## config.mk

```make
export PLATFORM = sky130hd
export DESIGN_NAME = fifo_irq_ctrl
export DESIGN_NICKNAME = d
export VERILOG_FILES = /design/src/rtl/fifo_irq_pkg.sv /design/src/rtl/fifo_level_counter.sv /design/src/rtl/fifo_irq_datapath.sv /design/src/rtl/fifo_irq_control.sv /design/src/rtl/fifo_irq_flags.sv /design/src/rtl/fifo_irq_ctrl.sv
export SDC_FILE = /design/constraint.sdc
export NUM_CORES = 1
export LEC_CHECK = 0
export BUFFER_PORTS_ARGS = -buffer_cell sky130_fd_sc_hd__buf_2
export CAP_MARGIN = 20
export CORE_MARGIN = 2
export CORE_UTILIZATION = 40
export CTS_CLUSTER_DIAMETER = 150
export DETAILED_ROUTE_END_ITERATION = 8
export MAX_ROUTING_LAYER = met4
export PLACE_DENSITY = 0.67
export REMOVE_ABC_BUFFERS = 1
export SYNTH_ARGS = -nofsm -noshare
export SYNTH_HDL_FRONTEND = slang
export SYNTH_SLANG_ARGS = --single-unit
```

## constraint.sdc

```tcl
create_clock -name clk -period 4.4 [get_ports clk]
set_clock_uncertainty 0.05 [all_clocks]
set_input_delay 0.66 -clock clk [delete_from_list [all_inputs] [get_ports clk]]
set_output_delay 0.66 -clock clk [all_outputs]
set_load 0.01 [all_outputs]
```

## src/rtl/fifo_irq_pkg.sv

```systemverilog
package fifo_irq_pkg;
  localparam int FLAG_W       = 7;
  localparam int FLAG_FRAME   = 0;
  localparam int FLAG_PARITY  = 1;
  localparam int FLAG_RSVD    = 2;
  localparam int FLAG_OVERRUN = 3;
  localparam int FLAG_RXLVL   = 4;
  localparam int FLAG_TXONE   = 5;
  localparam int FLAG_TXHALF  = 6;

  // Accepted queue operations decided by the control unit
  typedef struct packed {
    logic txInc;
    logic txDec;
    logic txClr;
    logic rxInc;
    logic rxDec;
    logic rxClr;
    logic overrun;
  } fifoStrobes_t;
endpackage

```

## src/rtl/fifo_level_counter.sv

```systemverilog
module fifo_level_counter #(
  parameter int DEPTH = 8,
  localparam int CNT_W = $clog2(DEPTH + 1)
) (
  input  logic             clk,
  input  logic             rstN,
  input  logic             inc,
  input  logic             dec,
  input  logic             clr,
  output logic [CNT_W-1:0] count,
  output logic             empty,
  output logic             full
);
  localparam logic [CNT_W-1:0] CNT_MAX = CNT_W'(DEPTH);

  logic [CNT_W-1:0] countQ;

  always_ff @(posedge clk or negedge rstN) begin
    if (!rstN) begin
      countQ <= '0;
    end else if (clr) begin
      countQ <= '0;
    end else if (inc && !dec) begin
      countQ <= countQ + 1'b1;
    end else if (dec && !inc) begin
      countQ <= countQ - 1'b1;
    end
  end

  assign count = countQ;
  assign empty = (countQ == '0);
  assign full  = (countQ == CNT_MAX);
endmodule

```

## src/rtl/fifo_irq_datapath.sv

```systemverilog
module fifo_irq_datapath
  import fifo_irq_pkg::*;
#(
  parameter int DEPTH = 8,
  localparam int CNT_W = $clog2(DEPTH + 1)
) (
  input  logic             clk,
  input  logic             rstN,
  input  fifoStrobes_t     strobes,
  output logic [CNT_W-1:0] txCount,
  output logic [CNT_W-1:0] rxCount,
  output logic             txEmpty,
  output logic             txFull,
  output logic             rxEmpty,
  output logic             rxFull
);
  fifo_level_counter #(.DEPTH(DEPTH)) u_txLevel (
    .clk  (clk),
    .rstN (rstN),
    .inc  (strobes.txInc),
    .dec  (strobes.txDec),
    .clr  (strobes.txClr),
    .count(txCount),
    .empty(txEmpty),
    .full (txFull)
  );

  fifo_level_counter #(.DEPTH(DEPTH)) u_rxLevel (
    .clk  (clk),
    .rstN (rstN),
    .inc  (strobes.rxInc),
    .dec  (strobes.rxDec),
    .clr  (strobes.rxClr),
    .count(rxCount),
    .empty(rxEmpty),
    .full (rxFull)
  );
endmodule

```

## src/rtl/fifo_irq_control.sv

```systemverilog
module fifo_irq_control
  import fifo_irq_pkg::*;
(
  input  logic         txPush,
  input  logic         txPop,
  input  logic         txFlush,
  input  logic         rxPush,
  input  logic         rxPop,
  input  logic         rxFlush,
  input  logic         txEmpty,
  input  logic         txFull,
  input  logic         rxEmpty,
  input  logic         rxFull,
  output fifoStrobes_t strobes
);
  logic txPopOk;
  logic rxPopOk;

  always_comb begin
    txPopOk = txPop && !txEmpty;
    rxPopOk = rxPop && !rxEmpty;

    strobes         = '0;
    strobes.txClr   = txFlush;
    strobes.rxClr   = rxFlush;
    strobes.txDec   = txPopOk;
    strobes.rxDec   = rxPopOk;
    // A push on a full queue is accepted only when a pop makes room
    strobes.txInc   = txPush && (!txFull || txPopOk);
    strobes.rxInc   = rxPush && (!rxFull || rxPopOk);
    strobes.overrun = rxPush && rxFull && !rxPopOk && !rxFlush;
  end
endmodule

```

## src/rtl/fifo_irq_flags.sv

```systemverilog
module fifo_irq_flags
  import fifo_irq_pkg::*;
#(
  parameter int DEPTH    = 8,
  parameter int THRESH_W = 4,
  localparam int CNT_W   = $clog2(DEPTH + 1),
  localparam int CMP_W   = (CNT_W > THRESH_W) ? CNT_W : THRESH_W,
  localparam int HALF    = DEPTH / 2
) (
  input  logic                clk,
  input  logic                rstN,
  input  logic [CNT_W-1:0]    txCount,
  input  logic [CNT_W-1:0]    rxCount,
  input  logic [THRESH_W-1:0] rxThresh,
  input  logic                frameErr,
  input  logic                parityErr,
  input  logic                overrun,
  input  logic [FLAG_W-1:0]   irqEn,
  input  logic                clrWrite,
  input  logic [FLAG_W-1:0]   clrData,
  output logic [FLAG_W-1:0]   flags,
  output logic                irq
);
  localparam int LVL_N = 3;

  logic [LVL_N-1:0]  levelNow;
  logic [LVL_N-1:0]  levelPrev;
  logic [LVL_N-1:0]  levelRise;
  logic [FLAG_W-1:0] flagsQ;
  logic [FLAG_W-1:0] setVec;
  logic [FLAG_W-1:0] clrVec;
  logic [FLAG_W-1:0] flagsNext;

  always_comb begin
    levelNow[0] = CMP_W'(rxCount) >= CMP_W'(rxThresh);
    levelNow[1] = (txCount == CNT_W'(1));
    levelNow[2] = (txCount <= CNT_W'(HALF));
  end

  assign levelRise = levelNow & ~levelPrev;

  // Previous-state reset to ones so conditions true at reset raise nothing
  always_ff @(posedge clk or negedge rstN) begin
    if (!rstN) begin
      levelPrev <= '1;
    end else begin
      levelPrev <= levelNow;
    end
  end

  always_comb begin
    setVec               = '0;
    setVec[FLAG_FRAME]   = frameErr;
    setVec[FLAG_PARITY]  = parityErr;
    setVec[FLAG_OVERRUN] = overrun;
    setVec[FLAG_RXLVL]   = levelRise[0];
    setVec[FLAG_TXONE]   = levelRise[1];
    setVec[FLAG_TXHALF]  = levelRise[2];
    clrVec               = clrWrite ? clrData : '0;
    flagsNext            = (flagsQ & ~clrVec) | setVec;
    flagsNext[FLAG_RSVD] = 1'b0;
  end

  always_ff @(posedge clk or negedge rstN) begin
    if (!rstN) begin
      flagsQ <= '0;
    end else begin
      flagsQ <= flagsNext;
    end
  end

  assign flags = flagsQ;
  assign irq   = |(flagsQ & irqEn);
endmodule

```

## src/rtl/fifo_irq_ctrl.sv

```systemverilog
module fifo_irq_ctrl
  import fifo_irq_pkg::*;
#(
  parameter int DEPTH    = 8,
  parameter int THRESH_W = 4,
  localparam int CNT_W   = $clog2(DEPTH + 1)
) (
  input  logic                clk,
  input  logic                rstN,
  input  logic                txPush,
  input  logic                txPop,
  input  logic                txFlush,
  input  logic                rxPush,
  input  logic                rxPop,
  input  logic                rxFlush,
  input  logic                frameErr,
  input  logic                parityErr,
  input  logic [THRESH_W-1:0] rxThresh,
  input  logic [FLAG_W-1:0]   irqEn,
  input  logic                clrWrite,
  input  logic [FLAG_W-1:0]   clrData,
  output logic [CNT_W-1:0]    txCount,
  output logic [CNT_W-1:0]    rxCount,
  output logic                txEmpty,
  output logic                txFull,
  output logic                rxEmpty,
  output logic                rxFull,
  output logic [FLAG_W-1:0]   irqFlags,
  output logic                irq
);
  fifoStrobes_t strobes;

  fifo_irq_control u_control (
    .txPush (txPush),
    .txPop  (txPop),
    .txFlush(txFlush),
    .rxPush (rxPush),
    .rxPop  (rxPop),
    .rxFlush(rxFlush),
    .txEmpty(txEmpty),
    .txFull (txFull),
    .rxEmpty(rxEmpty),
    .rxFull (rxFull),
    .strobes(strobes)
  );

  fifo_irq_datapath #(.DEPTH(DEPTH)) u_datapath (
    .clk    (clk),
    .rstN   (rstN),
    .strobes(strobes),
    .txCount(txCount),
    .rxCount(rxCount),
    .txEmpty(txEmpty),
    .txFull (txFull),
    .rxEmpty(rxEmpty),
    .rxFull (rxFull)
  );

  fifo_irq_flags #(.DEPTH(DEPTH), .THRESH_W(THRESH_W)) u_flags (
    .clk      (clk),
    .rstN     (rstN),
    .txCount  (txCount),
    .rxCount  (rxCount),
    .rxThresh (rxThresh),
    .frameErr (frameErr),
    .parityErr(parityErr),
    .overrun  (strobes.overrun),
    .irqEn    (irqEn),
    .clrWrite (clrWrite),
    .clrData  (clrData),
    .flags    (irqFlags),
    .irq      (irq)
  );
endmodule

```

# == Word level (Yosys, flattened, before mapping) ==
# Index checks and enable logic that the tools add are counted.
# W data, S select, Z words.
# op_classes
bitwise,6
eq_ne,3
order_cmp,2
n_mux,7
n_reduce_logical,27
n_addsub,4
# op_table
cell,n
$mux W4,6
$and A7 B7 Y7,2
$logic_and A1 B1 Y1,11
$logic_not A1 Y1,9
$add A4 B1 Y4 const B,2
$eq A4 B4 Y1 const B,2
$logic_not A4 Y1,2
$sub A4 B1 Y4 const B,2
$mux W7,1
$not A7 Y7,1
$or A7 B7 Y7,1
$reduce_or A7 Y1,1
$reduce_bool A3 Y1,2
$eq A4 B1 Y1 const B,1
$ge A4 B4 Y1,1
$le A4 B3 Y1 const B,1
$and A3 B3 Y3,1
$not A3 Y3,1
$logic_or A1 B1 Y1,2
# word_totals
wordCells,53
output_inout_bits,20
inputBits,29
register_bits,17

# == Depth between registers and ports, before layout ==
# depth
word_depth,10
ltp_mapped,8
ltp_nobuf,8

# == Hierarchy ==
# Synthesis repeated with hierarchy kept, for this count alone.
# hier_totals
cells_unflattened,121
area_unflattened_um2,1194.9
# by_module_without_submodules
mod,area_per_inst_um2,instances,seq_area_each_um2,cells_each
fifo_level_counter,316.6,2,100.1,32
fifo_irq_flags,471.7,1,229.0,46
fifo_irq_control,90.1,1,0.0,11

# == Worst setup path before layout ==
# OpenSTA, ideal clock, no wires.
# synth_timing
kind,flip-flop to flip-flop
startpoint,register u_datapath.u_rxLevel.countQ[1] (netlist: u_datapath.u_rxLevel.count[1])
endpoint,register u_datapath.u_rxLevel.countQ[3] (netlist: u_datapath.u_rxLevel.count[3])
path_stages_with_launch,9
slack_ns,1.837
synth_period_minus_slack_ns,2.563
n_path_buf,0
t_arrival_ns,2.431
setup_ns,0.082
required_time_ns,4.268
path_cell_list,dfrtp_1 nor3_1 nand2b_1 nand3_1 ha_1 a21o_2 a21oi_1 mux2_2 a31oi_1
# synth_via
elab_chain_cells,8
elab_cells_between_ends,17
cone_classes,add/sub (2); eq/ne (1); mux (3); reduce/logical (11)
# synth_lines
element,line_no,rtl
"start, declared",fifo_level_counter.sv:16,logic [CNT_W-1:0] countQ;
"start signal, assigned",fifo_level_counter.sv:24,countQ <= countQ + 1'b1;
"start signal, assigned",fifo_level_counter.sv:26,countQ <= countQ - 1'b1;
"parallel branches: the longest is 8 deep, another holds $sub A4 B1 Y4",-,
# Several ways; the timed one is not identified. The select of a mux whose other input is x is not followed.
# A chain may end at the register's enable or synchronous reset.

# == Final worst setup path ==
# Ends and elaborated chain as after synthesis.

==> results_dict.tcl <==
set metrics [dict create \
    p_leak_nw 0.8238 \
    place_inst 223 \
    grt_pass1_vias 1150 \
    yosys_register_bits 17 \
    status "complete, no violations" \
    fp-row-count 20 \
    dr_total_vias 1158 \
    die_area_um2 3762 \
    final_cell_count_no_fill 227 \
    core_um2 3078 \
    finalSetupTns_ns 0 \
    cpLargestDelayFamily "simple AND/OR/NAND/NOR gates" \
    holdWs_ns 0.2244 \
    worstSetupPathType "flip-flop to flip-flop" \
    yosysWarnings 0 \
    synth_async_sr_flop_share_pct 100.0 \
    clk-insertion-delay-late_ns 0.29 \
    start_util_pct 42.72 \
    synth_area_per_cell_um2 9.326 \
    clock-sinks 17 \
    ant_nets 0 \
    antenna_found_initial 0 \
    r2r_slack_ns 1.48 \
    ir_drop_mv 0.2759 \
    io_pins 49 \
    grt_pass1_wl_um 4864 \
    path_buf_inv 0 \
    slowest_stage "nor3_1" \
    synth_area_um2 1315 \
    r2r_end "u_datapath.u_rxLevel.count[3]$_DFFE_PN0P_" \
    numCtsBuffers 3 \
    fin_crit_sh_pct 66.42 \
    track_usage_pct 17.42 \
    yosys.area.top_type "dfrtp_1" \
    worst-path-max-fanout 8 \
    crit_path_cell_trace "nor3_1 > nand2_1 > nand3_1 > ha_1 > a21o_2 > a21oi_1 > mux2_2 > a31oi_1" \
    synth_area_leaders "dfrtp_1 (27%), ha_1 (9.5%), dfstp_2 (6.0%), a21o_1 (4.6%), inv_1 (4.3%)" \
    drt_iter0_markers 24 \
    nNetsFinal 224 \
    wl_per_cell_um 12.85 \
    r2r_cells 8 \
    cts.path.max_buffers 2 \
    crit_path_max_incr_delay_ns 0.60 \
    arrival_ns 3.08 \
    drc 0 \
    place_hpwl_um 2371 \
    fmax_mhz 342.2 \
    min_path_type "input pin to asynchronous set/reset pin" \
    grt_max_degree 18 \
    cap_viol_max_count 0 \
    clk_pin_slew_worst_paths_ns 0.10 \
    synth-seq-area-share_pct 32.64 \
    die-height_um 61.34 \
    finalHoldViolCount 0 \
    place.gp.congestion 0.7974 \
    finalSetupViolCount 0 \
    drive_gt1_share_pct 32.79 \
    end_kind "flip-flop" \
    areaGrowthSynthToFinish_pct 19.98 \
    synth-edff-count 0 \
    cts_tree "yes" \
    fin_crit_ns 2.922 \
    postCtsSetupBuffers 0 \
    first_pass_iters 4 \
    cp_data_required_time_ns 4.56 \
    r2r_start "u_datapath.u_rxLevel.count[1]$_DFFE_PN0P_" \
    synth_cell_type_count 48 \
    cp-start-kind "flip-flop" \
    pre_cts_ws_ns 1.481 \
    htreeDepth 1 \
    rsz0062_at_grt "no" \
    slew_headroom_pct 55.41 \
    highest_layer "met4" \
    die_w_um 61.34 \
    wl_met2_um 1604 \
    syn_inst 141 \
    worstMarginPinSlew_ns 0.6637 \
    setup_slack_ns 1.478 \
    synthFlopType "dfrtp_1" \
    power.density_nw_per_um2 548.3 \
    wl_met1_um 1199 \
    slew_violations 0 \
    cts_resized 0 \
    ctsHoldBuffers 0 \
    wl_um 2918 \
    root_buffer "clkbuf_4" \
    met3_length_um 76 \
    grt_remaining_overflow 0 \
    synth_top_area_share_pct 26.64 \
    io_buffer_count 45 \
    n_antenna_cell 0 \
    vias_per_cell 5.101 \
]
## synth_stat cells, types with 2 or more instances
cell	count
inv_1	15
dfrtp_1	14
ha_1	10
nand2_1	10
a21o_1	8
nand3_1	6
nor2_1	5
nor2b_1	5
a21oi_1	4
mux2i_1	4
nand2b_1	4
nand4_1	4
nor3_1	4
a22oi_1	3
dfstp_2	3
nor3b_1	3
xnor2_1	3
a22o_1	2
buf_4	2
mux2_2	2
nor4_1	2
o31ai_1	2
## per-layer routing
metal | vias to the layer above | track usage (%)
met5 | - | -
met4 | 0 | 5.167
met3 | 4 | 2.941
met2 | 20 | 30.70
met1 | 562 | 20.32
li1 | 572 | -
## worst max-delay path by stage
stage	start	to	slack (ns)	cells after the start
after floorplan	u_datapath.u_rxLevel.count[1]$_DFFE_PN0P_	u_datapath.u_rxLevel.count[3]$_DFFE_PN0P_	1.84	8
after global placement	u_datapath.u_rxLevel.count[1]$_DFFE_PN0P_	u_datapath.u_rxLevel.count[3]$_DFFE_PN0P_	1.64	8
after detailed placement	u_datapath.u_rxLevel.count[1]$_DFFE_PN0P_	u_datapath.u_rxLevel.count[3]$_DFFE_PN0P_	1.48	8
after CTS	u_datapath.u_rxLevel.count[1]$_DFFE_PN0P_	u_datapath.u_rxLevel.count[3]$_DFFE_PN0P_	1.45	8
after global routing	u_datapath.u_rxLevel.count[1]$_DFFE_PN0P_	u_datapath.u_rxLevel.count[3]$_DFFE_PN0P_	1.31	8
final	u_datapath.u_rxLevel.count[1]$_DFFE_PN0P_	u_datapath.u_rxLevel.count[3]$_DFFE_PN0P_	1.48	8
## registers in the layout (all words and copies together), names as in the netlist
name / cells
u_datapath.u_rxLevel.count: 4
u_datapath.u_txLevel.count: 4
u_flags.flags: 6
u_flags.levelPrev: 3
## cell type report
type                    instances  area (um2)
clock buffers                   4       26.28
fillers                       305        1500
inverters                      15       56.30
multi-input cells             102       785.8
flip-flops and latches         17       429.2
well taps                      44       55.05
repair buffers                 45       225.2
## cells by family (layout without fill, tap and decap cells)
logic type	after synthesis	in the layout	synth area share [%]
DFF	17	17	32.64
adders and majority gates	11	11	11.04
and+or+nand+nor	52	52	22.93
xor gates and xnor gates	4	4	2.665
other	1	1	0.2852
AOI/OAI and AO/OA	27	27	16.94
buffers and inverters	22	64	7.610
muxes	7	7	5.899
## power breakdown
group | switching, W | internal [W] | leakage, nW
Sequential | 0.0000720 | 0.000216 | 0.207
Combinational | 0.000253 | 0.000242 | 0.602
Clock | 0.0000472 | 0.0000352 | 0.0150
Total | 0.000372 | 0.000493 | 0.824
## worst register-to-register path, cell delays in order (launching register included)
cell     delay, ns
dfrtp_1       0.49
nor3_1        0.60
nand2_1       0.20
nand3_1       0.19
ha_1          0.26
a21o_2        0.19
a21oi_1       0.32
mux2_2        0.38
a31oi_1       0.17
## per-stage QoR
stage                     utilization, %  area [um2]  power [W]
after global routing               51.26        1578  0.0009420
after global placement             50.41        1551  0.0007616
after floorplan                        -        1271  0.0006311
final                              51.26        1578  0.0008651
after detailed placement           50.41        1551  0.0007882
after CTS                          51.26        1578  0.0008736
## layout by cell type (no fill, tap or decap), types with 4 or more instances in the layout
cell,count
buf_2,45
inv_1,15
dfrtp_1,14
nand2_1,10
ha_1,10
a21o_1,8
nand3_1,6
nor2b_1,5
nor2_1,5
nor3_1,4
nand2b_1,4
a21oi_1,4
nand4_1,4
mux2i_1,4
No activity file was read; power rests on OpenSTA's default activity.
